**config.mk**
```make
export PLATFORM = sky130hd
export DESIGN_NAME = apb_countdown_timer
export DESIGN_NICKNAME = d
export VERILOG_FILES = /design/src/rtl/tmr_pkg.sv /design/src/rtl/tmr_ext_sync.sv /design/src/rtl/tmr_down_counter.sv /design/src/rtl/tmr_apb_regs.sv /design/src/rtl/apb_countdown_timer.sv
export SDC_FILE = /design/constraint.sdc
export NUM_CORES = 1
export LEC_CHECK = 0
export BUFFER_PORTS_ARGS = -buffer_cell sky130_fd_sc_hd__buf_2
export CORE_MARGIN = 8
export CORE_UTILIZATION = 53
export DETAILED_ROUTE_END_ITERATION = 7
export PLACE_DENSITY = 0.83
export SKIP_CTS_REPAIR_TIMING = 1
export SYNTH_ARGS = -nofsm -noshare
export SYNTH_HDL_FRONTEND = slang
export SYNTH_SLANG_ARGS = --single-unit
```
**constraint.sdc**
```tcl
create_clock -name clk -period 5.4 [get_ports clk]
set_input_delay 0 -clock clk [delete_from_list [all_inputs] [get_ports clk]]
set_output_delay 0 -clock clk [all_outputs]
set_load 0.05 [all_outputs]
```
**src/rtl/tmr_pkg.sv**
```systemverilog
package tmr_pkg;
  // Control bit positions; software depends on these.
  localparam int CTRL_W = 4;

  typedef struct packed {
    logic irq_en;    // bit 3
    logic ext_clk;   // bit 2
    logic ext_gate;  // bit 1
    logic run;       // bit 0
  } ctrl_t;

  // Word select taken from address bits 3:2
  typedef enum logic [1:0] {
    SEL_CTRL   = 2'd0,
    SEL_COUNT  = 2'd1,
    SEL_RELOAD = 2'd2,
    SEL_FLAG   = 2'd3
  } reg_sel_e;
endpackage

```
**src/rtl/tmr_ext_sync.sv**
```systemverilog
module tmr_ext_sync #(
  parameter int STAGES = 2
) (
  input  logic clk,
  input  logic rst,
  input  logic async_in,
  output logic level,
  output logic rise
);
  // A chain of at least two flops, then one more flop for edge detection.
  logic [STAGES-1:0] chain;
  logic              prev;

  always_ff @(posedge clk) begin
    if (rst) begin
      chain <= '0;
      prev  <= 1'b0;
    end else begin
      chain <= {chain[STAGES-2:0], async_in};
      prev  <= chain[STAGES-1];
    end
  end

  assign level = chain[STAGES-1];
  assign rise  = chain[STAGES-1] & ~prev;
endmodule

```
**src/rtl/tmr_down_counter.sv**
```systemverilog
module tmr_down_counter #(
  parameter int CNT_W = 32
) (
  input  logic             clk,
  input  logic             rst,
  input  logic             tick,
  input  logic             load_en,
  input  logic [CNT_W-1:0] load_val,
  input  logic [CNT_W-1:0] reload_val,
  output logic [CNT_W-1:0] count,
  output logic             wrap
);
  logic at_zero;

  assign at_zero = (count == '0);
  // A bus write to the count takes priority and swallows this cycle's tick.
  assign wrap    = tick & ~load_en & at_zero;

  always_ff @(posedge clk) begin
    if (rst)          count <= '0;
    else if (load_en) count <= load_val;
    else if (tick)    count <= at_zero ? reload_val : count - 1'b1;
  end
endmodule

```
**src/rtl/tmr_apb_regs.sv**
```systemverilog
module tmr_apb_regs
  import tmr_pkg::*;
#(
  parameter int ADDR_W = 12,
  parameter int DATA_W = 32,
  parameter int CNT_W  = 32
) (
  input  logic              clk,
  input  logic              rst,
  input  logic              psel,
  input  logic              penable,
  input  logic              pwrite,
  input  logic [ADDR_W-1:0] paddr,
  input  logic [DATA_W-1:0] pwdata,
  output logic [DATA_W-1:0] prdata,
  input  logic [CNT_W-1:0]  count,
  input  logic              wrap,
  output ctrl_t             ctrl,
  output logic [CNT_W-1:0]  reload,
  output logic              flag,
  output logic              val_wr,
  output logic [CNT_W-1:0]  val_data,
  output logic              clr_wr
);
  localparam int HI_W = ADDR_W - 4;

  logic        in_range;
  reg_sel_e    sel;
  logic        wr_acc;
  logic        rd_setup;
  logic [DATA_W-1:0] rd_mux;

  assign in_range = (paddr[ADDR_W-1:4] == HI_W'(0)) && (paddr[1:0] == 2'b00);
  assign sel      = reg_sel_e'(paddr[3:2]);
  assign wr_acc   = psel & penable & pwrite & in_range;
  assign rd_setup = psel & ~penable & ~pwrite;

  assign val_wr   = wr_acc && (sel == SEL_COUNT);
  assign val_data = pwdata[CNT_W-1:0];
  assign clr_wr   = wr_acc && (sel == SEL_FLAG) && pwdata[0];

  always_comb begin
    rd_mux = '0;
    if (in_range) begin
      unique case (sel)
        SEL_CTRL:   rd_mux = DATA_W'(ctrl);
        SEL_COUNT:  rd_mux = DATA_W'(count);
        SEL_RELOAD: rd_mux = DATA_W'(reload);
        SEL_FLAG:   rd_mux = DATA_W'(flag);
        default:    rd_mux = '0;
      endcase
    end
  end

  always_ff @(posedge clk) begin
    if (rst) begin
      ctrl   <= '0;
      reload <= '0;
      flag   <= 1'b0;
      prdata <= '0;
    end else begin
      if (wr_acc && sel == SEL_CTRL)   ctrl   <= ctrl_t'(pwdata[CTRL_W-1:0]);
      if (wr_acc && sel == SEL_RELOAD) reload <= pwdata[CNT_W-1:0];
      // Setting beats clearing in the same cycle.
      if (wrap)        flag <= 1'b1;
      else if (clr_wr) flag <= 1'b0;
      // Read data is captured in the setup phase, valid through the access phase.
      if (rd_setup) prdata <= rd_mux;
    end
  end
endmodule

```
**src/rtl/apb_countdown_timer.sv**
```systemverilog
module apb_countdown_timer
  import tmr_pkg::*;
#(
  parameter int ADDR_W      = 12,
  parameter int DATA_W      = 32,
  parameter int CNT_W       = 32,
  parameter int SYNC_STAGES = 2
) (
  input  logic              clk,
  input  logic              rst,
  input  logic              psel,
  input  logic              penable,
  input  logic              pwrite,
  input  logic [ADDR_W-1:0] paddr,
  input  logic [DATA_W-1:0] pwdata,
  output logic [DATA_W-1:0] prdata,
  output logic              pready,
  output logic              pslverr,
  input  logic              ext_in,
  output logic              irq_o
);
  ctrl_t            ctrl;
  logic [CNT_W-1:0] count;
  logic [CNT_W-1:0] reload;
  logic [CNT_W-1:0] val_data;
  logic             flag;
  logic             val_wr;
  logic             clr_wr;
  logic             wrap;
  logic             tick;
  logic             ext_level;
  logic             ext_rise;

  assign pready  = 1'b1;
  assign pslverr = 1'b0;

  tmr_ext_sync #(.STAGES(SYNC_STAGES)) u_sync (
    .clk      (clk),
    .rst      (rst),
    .async_in (ext_in),
    .level    (ext_level),
    .rise     (ext_rise)
  );

  // Tick source: the edge mode overrides the gated mode.
  always_comb begin
    if (!ctrl.run)         tick = 1'b0;
    else if (ctrl.ext_clk) tick = ext_rise;
    else if (ctrl.ext_gate) tick = ext_level;
    else                   tick = 1'b1;
  end

  tmr_down_counter #(.CNT_W(CNT_W)) u_cnt (
    .clk        (clk),
    .rst        (rst),
    .tick       (tick),
    .load_en    (val_wr),
    .load_val   (val_data),
    .reload_val (reload),
    .count      (count),
    .wrap       (wrap)
  );

  tmr_apb_regs #(.ADDR_W(ADDR_W), .DATA_W(DATA_W), .CNT_W(CNT_W)) u_regs (
    .clk      (clk),
    .rst      (rst),
    .psel     (psel),
    .penable  (penable),
    .pwrite   (pwrite),
    .paddr    (paddr),
    .pwdata   (pwdata),
    .prdata   (prdata),
    .count    (count),
    .wrap     (wrap),
    .ctrl     (ctrl),
    .reload   (reload),
    .flag     (flag),
    .val_wr   (val_wr),
    .val_data (val_data),
    .clr_wr   (clr_wr)
  );

  assign irq_o = flag & ctrl.irq_en;
endmodule

```
* Word level (Yosys, flattened, before mapping) *
Cells that the tools add are included.

word-level totals
  logic and storage cells = 49
  output and inout bits = 35
  bits in writable memories = 0
  bits in registers = 104
  memories = 0
  bits in latches = 0
  ROM bits = 0

cells by class
  equal/unequal tests = 3
  divide/modulo/power cells = 0
  reduce and logical (&&, ||, !) cells = 12
  bitwise operators = 13
  shift-type cells = 0
  $add $sub $neg = 1
  $lt $le $gt $ge = 0
  mux-type cells = 10
  $mul = 0

operator list
  operator                                                                number
  32-bit two-way mux                                                      4
  32-bit case mux with 4 select lines                                     1
  32-bit logical NOT                                                      1
  32-bit by 1-bit subtractor with 32-bit output (second input constant)   1
  1-bit bitwise AND                                                       9
  8-bit logical NOT                                                       1
  1-bit logical AND                                                       6
  1-bit two-way mux                                                       5
  2-bit equality test (second input constant)                             2
  2-bit logical NOT                                                       2
  1-bit inverter                                                          4
  2-bit nonzero test                                                      2
  2-bit by 1-bit equality test with 1-bit output (second input constant)  1

* Longest topological paths before layout *
Gate-level depths: netlist of the first run.

  word-level depth = 8
  gate-level depth with buffers = 9
  depth with buffers taken out = 7

* Hierarchy *
From an unflattened synthesis of the first run, not the netlist that was laid out.

second synthesis, totals
  cell total of the unflattened synthesis = 689
  area total of the unflattened synthesis = 5796.8 um^2

modules (own cells, without submodules)
  module               cells an instance  instances  area each (um^2)
  tmr_apb_regs         357                1          3110.5
  tmr_down_counter     316                1          2549.9
  tmr_ext_sync         7                  1          87.6
  apb_countdown_timer  9                  1          48.8

* Worst setup path before layout of the first run *
OpenSTA, ideal clock, no wires.

  kind = register -> register
  start point = register u_cnt.count[14]
  end point = register u_cnt.count[27]
  path buffers = 2
  slack = 2.741 ns
  setup time = 0.122 ns
  clock period less this slack = 2.659 ns
  required time = 5.278 ns
  cell stages (with the launch flop) = 8
  data arrival time = 2.537 ns
  cells stage by stage = dfxtp_1 -> buf_6 -> or4_4 -> or4_4 -> buf_6 -> or3_4 -> and2_4 -> a221o_1

between the ends
  cells in the longest elaborated chain, start to end = 4

RTL lines
  element                                                                              line                                            text
  from (decl)                                                                          tmr_down_counter.sv:10                          output logic [CNT_W-1:0] count,
  from (signal assigned)                                                               tmr_down_counter.sv:21                          else if (load_en) count <= load_val;
  from (signal assigned)                                                               tmr_down_counter.sv:22                          else if (tick) count <= at_zero ? reload_val : count - 1'b1;
  32-bit by 1-bit subtractor with 32-bit output or 32-bit logical NOT (tied branches)  tmr_down_counter.sv:22, tmr_down_counter.sv:15
  32-bit two-way mux * (2 in series)                                                   tmr_down_counter.sv:22
  32-bit two-way mux *                                                                 tmr_down_counter.sv:21

Every way passes the cells marked *; elsewhere a longest branch is shown, timed or not. The select of a mux whose other input is x is not followed.
A chain may end at the register's enable or synchronous reset.

* Worst setup path after layout of the first run *
  start point = register u_cnt.count[8]
  end point = register u_cnt.count[7]

between the ends
  cells in the longest elaborated chain, start to end = 4

RTL lines
  element                           line                    text
  32-bit logical NOT                tmr_down_counter.sv:15  assign at_zero = (count == '0);
  32-bit two-way mux (2 in series)  tmr_down_counter.sv:22
  32-bit two-way mux                tmr_down_counter.sv:21

Every way passes these cells. The select of a mux whose other input is x is not followed.

==> results of run 1 <==
worst min path at each step:
stage	startpoint	endpoint	slack, ns	cells past startpoint
after detailed placement	ext_in	u_sync.chain[0]	0.21	2
final	paddr[2]	u_regs.flag	0.09	4
after CTS	ext_in	u_sync.chain[0]	-0.19	2
after global routing	paddr[2]	u_regs.flag	0.13	4
after global placement	ext_in	u_sync.chain[0]	0.21	2
after floorplan	ext_in	u_sync.chain[0]	0.13	1
flip-flops by register name (all words and copies together) (netlist names):
| name | cells |
|---|---|
| u_regs.prdata | 32 |
| u_regs.flag | 1 |
| u_cnt.count | 32 |
| u_sync.chain | 2 |
| u_regs.ctrl | 4 |
| u_sync.prev | 1 |
| u_regs.reload | 32 |
power by group through the flow:
stage               Sequential, mW  Combinational, mW  Clock (mW)
floorplan                    0.785             0.0295           0
global placement             0.785             0.0593           0
detailed placement           0.785             0.0600           0
CTS                          0.768             0.0602       0.485
global route                 0.768             0.0853       0.517
finish                       0.768             0.0800       0.479
layer usage:
layer	part of all wire	track usage
met1	0.42	0.302
met2	0.47	0.367
met3	0.091	0.0491
met4	0.022	0.0985
met5	0	0
synth_stat cells, drive strengths merged, types with 2 or more instances:
library cell    n
xnor2           8
nand2          80
or3             9
o211ai          6
buf            11
o22ai           5
a31oi          12
inv             4
o41ai           2
a211o           2
conb            2
nand4           5
ha              2
or2             3
o21ai          15
mux2i          10
a22oi          32
and2            3
o21a            5
a221o           4
and3           23
nor2b           8
dfxtp         104
a22o           28
or4             7
nand3          31
a21oi          63
nor3           22
nor2           59
o32ai           7
nand2b          2
xor2            7
clkbuf         52
a21o            2
nor4           16
o31a            4
o41a            2
cell usage in the layout (no fill, tap or decap), types with 21 or more instances in the layout:
cell type                       synthesis  final
sky130_fd_sc_hd__a21oi_1               62     62
sky130_fd_sc_hd__a22o_1                28     28
sky130_fd_sc_hd__a22oi_1               32     32
sky130_fd_sc_hd__and3_1                23     23
sky130_fd_sc_hd__buf_2                  3     82
sky130_fd_sc_hd__dfxtp_1              104    104
sky130_fd_sc_hd__dlygate4sd3_1          0     33
sky130_fd_sc_hd__nand2_1               80     80
sky130_fd_sc_hd__nand3_1               31     31
sky130_fd_sc_hd__nor2_1                59     58
sky130_fd_sc_hd__nor3_1                21     21
layout make-up:
cell class / count / area, sq um
repair buffers: 126 / 823
fillers: 849 / 3530
clock buffers: 9 / 124
inverters: 4 / 15.0
flip-flops and latches: 104 / 2080
multi-input cells: 498 / 2970
well taps: 133 / 166
clock inverters: 7 / 65.1
critical path: cells and delay by family, from the launching register on:
family | cells | cell delay, ns
flip-flops | 1 | 0.40
AO/OA/AOI/OAI | 1 | 0.29
buffers and inverters | 1 | 0.34
AND/OR/NAND/NOR | 4 | 2.08
kinds of logic (layout without fill, tap and decap cells):
logic type / after synthesis / count (layout) / synth area share
adders and majority gates: 2 / 2 / 0.00470
other: 2 / 2 / 0.00141
muxes: 11 / 11 / 0.0230
DFF: 104 / 104 / 0.391
xor gates and xnor gates: 15 / 15 / 0.0247
and+or+nand+nor: 274 / 274 / 0.254
AOI/OAI and AO/OA: 194 / 194 / 0.248
buffers and inverters: 67 / 146 / 0.0536
through the flow:
| stage | hold WS, ns | utilization |
|---|---|---|
| 6_report | 0.0927 | 0.639 |
| 5_1_grt | 0.134 | 0.639 |
| 4_1_cts | -0.194 | 0.605 |
| 3_5_place_dp | 0.215 | 0.586 |
| 3_3_place_gp | 0.207 | 0.586 |
| 2_1_floorplan | 0.128 | - |
==> results.toml, run 1 <==
[timing]
worst_slew_pin_slew_ns = 1.23
period_minus_slack_ns = 3.21
post-route-period-util = 0.594
fin_tns_setup_ns = 0
timing.final.max_slew_violations = 0
slew_headroom = 0.177
worst_clock_skew_ns = 0.0159
maxClockFrequency_mhz = 312
final_report_setup_violation_count = 0
finalHoldViolations = 0
worst_slack_ns = 2.19
setup_repair_after_global_routing_missed_its_margin = "no"

[yosys]
yosys-top-cells-area = "sky130_fd_sc_hd__dfxtp_1 (39%), sky130_fd_sc_hd__a21oi_1 (5.8%), sky130_fd_sc_hd__nand2_1 (5.6%), sky130_fd_sc_hd__a22o_1 (4.6%), sky130_fd_sc_hd__a22oi_1 (4.5%)"
synth.yosys.seq_area_share = 0.391
synth_largest_type_area_fraction = 0.391
synth_nets = 721
synth-edff-count = 0
netlist.top_cell.by_area = "sky130_fd_sc_hd__dfxtp_1"
ys_async_sr_fraction = 0
yosys_warnings = 0
post_synth.cell_area_avg_sq_um = 7.96
yosys_register_bits = 104
synth_top_flop_cell = "sky130_fd_sc_hd__dfxtp_1"
synthesis.area_sq_um = 5330
synthDistinctLibCells = 58
number_of_cells_produced_by_synthesis = 669

[placement]
place.port_buffers = 82
dp_worst_setup_slack_ns = 2.34
gp_weighted_congestion = 0.937
post-dp-hpwl_mm = 10.5
placed_cell_area_sq_um = 5730
numPlacedInstances = 832

[worst_hold_path]
min-delay-path-class = "input port to flop"

[grt]
grt_overflow_total = 0
pin_count_of_the_biggest_net_entering_global_routing = 56
antenna_found_initial = 0
first_global_vias = 5025
track_usage = 0.233
grt_first_pass_wirelength_mm = 25.4

[critical_path]
critical_path.endpoint_type = "flop"
r2r_start = "u_cnt.count[8]"
slowest_delay_ns = 0.88
critical_path.endpoint = "u_cnt.count[7]"
cp_cell_sequence = "nor4_1 > nand3_1 > nor3_2 > buf_4 > nor3_1 > o32ai_1"
cp.arrival_ns = 3.50
startpoint = "u_cnt.count[8]"
slowest_stage = "sky130_fd_sc_hd__nor4_1"
crit_path_max_fanout = 14
cp-start-kind = "flop"
worst-r2r-setup-slack_ns = 2.19
cp.required_ns = 5.69
worstReg2RegEnd = "u_cnt.count[7]"
ff2ff_path_depth = 6
criticalPathCategory = "flop to flop"

[outcome]
result_of_the_run = "complete, no violations"

[drt]
drt_iter0_drc = 586
drt_wl_total_mm = 16.0
drtAntennaViolNets = 0
detail_route.first_pass.iterations = 5
drc_markers = 0
vias_per_cell = 6.30
wl_per_cell_um = 18.2
routed-via-count = 5547

[finish]
final_net_count = 795
final_layout_size_suffix_gt1_frac = 0.170
final-instance-count-excl-fill = 881
post-route-cell-area_sq_um = 6240
diodes = 0
area_delta_synth_final_pct = 17.2

[floorplanning]
core.rowCount = 36
start_util = 0.545
placeableCoreArea_sq_um = 9770
top_level_ports = 85
floorplan.die.width_um = 116
die_y_um = 116
floorplan.die_area_sq_um = 13500

[power]
power.density_cell_area_nw_per_um2 = 212
p_switching_uw = 347
irDropWorstVdd_mv = 0.115
comb_power_share = 0.060
power_frac_seq = 0.579
power.internal_uw = 979
p_clk_frac = 0.361
finalPower_mw = 1.33
sw_frac_of_total = 0.262
power_leakage_nw = 2.47

[cts]
clk_latency_ns = 0.39
max-clock-path-buffers = 2
cts_tree = "yes"
clk_pin_slew_ns = 0.11
cts_sinks = 104
cts_buffers = 9
h-tree-depth = 3
clock_root_buffer = "sky130_fd_sc_hd__clkbuf_8"

[run]
drv.max_cap_violation_count = 0
Note: power is estimated with default switching activity, not from simulation.
==> inputs of run 2 (changes only) <==
clock period = 3.23 ns   (was 5.4 ns; I/O delays follow)
==> results.toml, run 2 (same netlist as run 1, synthesis figures left out) <==
[placement]
post-dp-hpwl_mm = 10.9
place.port_buffers = 82
gp_weighted_congestion = 0.957

[worst_hold_path]
min-delay-path-class = "input port to flop"

[critical_path]
r2r_start = "u_cnt.count[14]"
worstPathBufferInverterCount = 0
ff2ff_path_depth = 5
cp.required_ns = 3.51
cp-start-kind = "flop"
worstReg2RegEnd = "u_cnt.count[1]"
worst-r2r-setup-slack_ns = 0.50
path_delay_family = "simple AND/OR/NAND/NOR gates"
slowest_delay_ns = 0.61
cp.arrival_ns = 3.01
cp_cell_sequence = "or4_4 > or4_4 > or3_4 > and2_0 > o32ai_1"
critical_path.endpoint_type = "flop"
startpoint = "u_cnt.count[14]"
worst-path-stages = 5
crit_path_max_fanout = 22
critPathMostFrequentCell = "sky130_fd_sc_hd__or4_4"
criticalPathCategory = "flop to flop"
critical_path.endpoint = "u_cnt.count[1]"
slowest_stage = "sky130_fd_sc_hd__or4_4"

[cts]
cts_buffers = 9
clock_root_buffer = "sky130_fd_sc_hd__clkbuf_8"
max-clock-path-buffers = 2
clk_pin_slew_ns = 0.10
h-tree-depth = 3
cts_tree = "yes"
cts_sinks = 104
clk_latency_ns = 0.38

[floorplanning]
start_util = 0.545
placeableCoreArea_sq_um = 9770
floorplan.die.width_um = 116
die_y_um = 116
core.rowCount = 36
top_level_ports = 85
floorplan.die_area_sq_um = 13500

[finish]
diodes = 0
layout_commonest_cell = "sky130_fd_sc_hd__dfxtp_1"
area_delta_synth_final_pct = 18.5
final_layout_size_suffix_gt1_frac = 0.176
largest_regs = "u_cnt.count x32, u_regs.prdata x32, u_regs.reload x32"
final_cell_mix = "sky130_fd_sc_hd__dfxtp_1 (104), sky130_fd_sc_hd__buf_2 (82), sky130_fd_sc_hd__nand2_1 (80), sky130_fd_sc_hd__a21oi_1 (62), sky130_fd_sc_hd__nor2_1 (58)"
final_util = 0.646
final_net_count = 802

[grt]
antenna_found_initial = 0
grt_overflow_total = 0
met2_capacity_usage_during_global_routing = 0.387
global_route.peak_usage_layer = "met2"
met3_usage = 0.0481
first_global_vias = 5115
grt_use_met1 = 0.302
grt_first_pass_wirelength_mm = 25.5
track_usage = 0.235
pin_count_of_the_biggest_net_entering_global_routing = 59

[timing]
setup_repair_after_global_routing_missed_its_margin = "no"
slew_headroom = 0.403
worst_clock_skew_ns = 0.0169
period_minus_slack_ns = 2.73
timing.final.max_slew_violations = 0
worst_slew_pin_slew_ns = 0.888
finalHoldViolations = 0
final_report_setup_violation_count = 0
maxClockFrequency_mhz = 366
post-route-period-util = 0.845
fin_tns_setup_ns = 0

[power]
power_frac_seq = 0.567
power_leakage_nw = 2.51
sw_frac_of_total = 0.237
power.internal_mw = 1.73
p_clk_frac = 0.374
irDropWorstVdd_mv = 0.287
comb_power_share = 0.059
power.density_cell_area_nw_per_um2 = 359
finalPower_mw = 2.26
p_switching_uw = 538

[drt]
drtAntennaViolNets = 0
drc_markers = 0
routed-via-count = 5468
drt_wl_total_mm = 15.8
detail_route.first_pass.iterations = 5
wl_per_cell_um = 17.8
drt_iter0_drc = 515
vias_per_cell = 6.16

[outcome]
result_of_the_run = "complete, no violations"

[run]
drv.max_cap_violation_count = 0
[run 2: cell types whose count changed in the layout (fill, tap and decap cells not counted), sizes merged]
cell    change
buf         +7
bufinv      +1
clkbuf      +2
clkinv      -2
inv         -1
[run 2: how the worst min path moves through the flow]
stage | start | end | slack, ns | depth (start not counted)
3_5_place_dp | ext_in | u_sync.chain[0] | 0.22 | 2
4_1_cts | ext_in | u_sync.chain[0] | -0.17 | 2
6_report | paddr[2] | u_regs.flag | 0.10 | 4
3_3_place_gp | ext_in | u_sync.chain[0] | 0.21 | 2
5_1_grt | paddr[2] | u_regs.prdata[3] | 0.17 | 4
2_1_floorplan | ext_in | u_sync.chain[0] | 0.13 | 1
[run 2: layout make-up]
| type | instances | area (sq um) |
|---|---|---|
| Multi-Input combinational cell | 498 | 2970 |
| Fill cell | 850 | 3460 |
| Tap cell | 133 | 166 |
| Clock inverter | 5 | 63.8 |
| Clock buffer | 11 | 141 |
| Sequential cell | 104 | 2080 |
| Inverter | 4 | 15.0 |
| Timing Repair Buffer | 133 | 876 |
[run 2: through the flow]
stage | area, sq um | hold WS (ns) | cells | setup slack, ns
floorplan | 5330 | 0.128 | 669 | 0.571
global placement | 5780 | 0.211 | 839 | 0.584
detailed placement | 5780 | 0.218 | 839 | 0.530
CTS | 5980 | -0.173 | 855 | 0.519
global route | 6310 | 0.169 | 888 | 0.365
finish | 6310 | 0.101 | 888 | 0.501
[run 2: power groups by stage]
stage | Sequential, mW | Clock (mW) | Combinational [mW]
after floorplan | 1.31 | 0 | 0.0492
after global placement | 1.31 | 0 | 0.0994
after detailed placement | 1.31 | 0 | 0.102
after CTS | 1.28 | 0.856 | 0.102
after global routing | 1.28 | 0.911 | 0.143
final | 1.28 | 0.847 | 0.134
[run 2: worst register-to-register path, stage by stage, from the launching register on]
cell,delay (ns)
sky130_fd_sc_hd__dfxtp_1,0.41
sky130_fd_sc_hd__or4_4,0.61
sky130_fd_sc_hd__or4_4,0.61
sky130_fd_sc_hd__or3_4,0.54
sky130_fd_sc_hd__and2_0,0.21
sky130_fd_sc_hd__o32ai_1,0.25
[run 2: metal layers]
layer / wire length, um / share of wire / vias up
met3: 1290 / 0.082 / 23
met4: 257 / 0.016 / 0
met2: 7480 / 0.47 / 257
li1: - / - / 2606
met5: 0 / 0 / -
met1: 6750 / 0.43 / 2582
==> inputs of run 3 (changes only) <==
clock period = 2.75 ns   (was 3.23 ns; I/O delays follow)
==> results.toml, run 3 (same netlist as run 1, synthesis figures left out) <==
[timing]
worst_slew_pin_slew_ns = 0.796
finalHoldViolations = 0
timing.final.max_slew_violations = 0
setup_repair_after_global_routing_missed_its_margin = "no"
slew_headroom = 0.466
maxClockFrequency_mhz = 380
fin_tns_setup_ns = 0
final_report_setup_violation_count = 0
worst_clock_skew_ns = 0.00842
post-route-period-util = 0.957
period_minus_slack_ns = 2.63

[power]
power.density_cell_area_nw_per_um2 = 404
irDropWorstVdd_mv = 0.358
power_leakage_nw = 2.61

[critical_path]
ff2ff_path_depth = 5
crit_path_max_fanout = 9
worst-r2r-setup-slack_ns = 0.12
cp.arrival_ns = 2.91
critical_path.endpoint_type = "flop"
cp-start-kind = "flop"
criticalPathCategory = "flop to flop"
cp.required_ns = 3.03

[cts]
h-tree-depth = 3
cts_tree = "yes"
cts_buffers = 9
clock_root_buffer = "sky130_fd_sc_hd__clkbuf_8"
clk_latency_ns = 0.38
clk_pin_slew_ns = 0.11
cts_sinks = 104
max-clock-path-buffers = 2

[drt]
drtAntennaViolNets = 0
drt_wl_total_mm = 16.4
drt_iter0_drc = 503
drc_markers = 0
wl_per_cell_um = 18.1
detail_route.first_pass.iterations = 6
vias_per_cell = 6.23
routed-via-count = 5661

[outcome]
result_of_the_run = "complete, no violations"

[finish]
diodes = 0
largest_regs = "u_cnt.count x32, u_regs.prdata x32, u_regs.reload x32"
final_cell_mix = "sky130_fd_sc_hd__dfxtp_1 (104), sky130_fd_sc_hd__buf_2 (82), sky130_fd_sc_hd__nand2_1 (80), sky130_fd_sc_hd__a21oi_1 (62), sky130_fd_sc_hd__nor2_1 (58)"
final.fill_count = 828
layout_commonest_cell = "sky130_fd_sc_hd__dfxtp_1"
final_net_count = 823
final_layout_size_suffix_gt1_frac = 0.198
final-instance-count-excl-fill = 909
area_delta_synth_final_pct = 21.3

[grt]
first_global_vias = 5250
track_usage = 0.239
grt_overflow_total = 0
pin_count_of_the_biggest_net_entering_global_routing = 56
antenna_found_initial = 0
grt_first_pass_wirelength_mm = 26.1

[placement]
place.port_buffers = 82
numPlacedInstances = 853
gp_weighted_congestion = 0.943
post-dp-hpwl_mm = 11.1

[floorplanning]
die_y_um = 116
top_level_ports = 85
start_util = 0.545
floorplan.die.width_um = 116
floorplan.die_area_sq_um = 13500
core.rowCount = 36
placeableCoreArea_sq_um = 9770

[worst_hold_path]
min-delay-path-class = "input port to flop"
worstHoldPathCells = 4

[run]
drv.max_cap_violation_count = 0
-- run 3: critical path, stage by stage, from the launching register on --
cell                      delay, ns
sky130_fd_sc_hd__dfxtp_1       0.38
sky130_fd_sc_hd__or4_4         0.54
sky130_fd_sc_hd__or4_4         0.63
sky130_fd_sc_hd__or3_4         0.45
sky130_fd_sc_hd__and2_4        0.19
sky130_fd_sc_hd__a221o_1       0.33
-- run 3: worst paths after layout --
check                     to            start
max          u_cnt.count[27]  u_cnt.count[16]
min              u_regs.flag         paddr[2]
max reg2reg  u_cnt.count[27]  u_cnt.count[16]
min reg2reg  u_sync.chain[1]  u_sync.chain[0]
-- run 3: power breakdown --
group          internal, mW  total, mW  switching (mW)
Combinational        0.0702      0.160          0.0901
Sequential             1.51       1.51        0.000625
Clock                 0.368      0.942           0.574
Total                  1.94       2.61           0.665
-- run 3: metal layers --
| layer | vias to the layer above | GRT usage | routed length, um |
|---|---|---|---|
| met2 | 290 | 0.400 | 7870 |
| met3 | 33 | 0.0372 | 1390 |
| met1 | 2690 | 0.298 | 6880 |
| met4 | 0 | 0.0994 | 318 |
| met5 | - | 0 | 0 |
| li1 | 2648 | - | - |
-- run 3: area by class of cell --
cell class,count,area (sq um),area share
multi-input cells,499,2980,0.461
flip-flops and latches,104,2080,0.322
repair buffers,153,1030,0.159
well taps,133,166,0.0258
clock buffers,10,138,0.0213
clock inverters,6,50.0,0.00775
inverters,4,15.0,0.00232
-- run 3: through the flow --
step / hold WS (ns) / cell area, sq um / util / setup WS (ns) / power, mW
after floorplan: 0.128 / 5330 / - / 0.0908 / 1.60
after global placement: 0.212 / 5880 / 0.602 / 0.133 / 1.66
after detailed placement: 0.217 / 5880 / 0.602 / 0.0630 / 1.66
after CTS: -0.177 / 6070 / 0.621 / 0.0624 / 2.58
after global routing: 0.163 / 6460 / 0.661 / 0.0455 / 2.68
final: 0.0965 / 6460 / 0.661 / 0.119 / 2.61
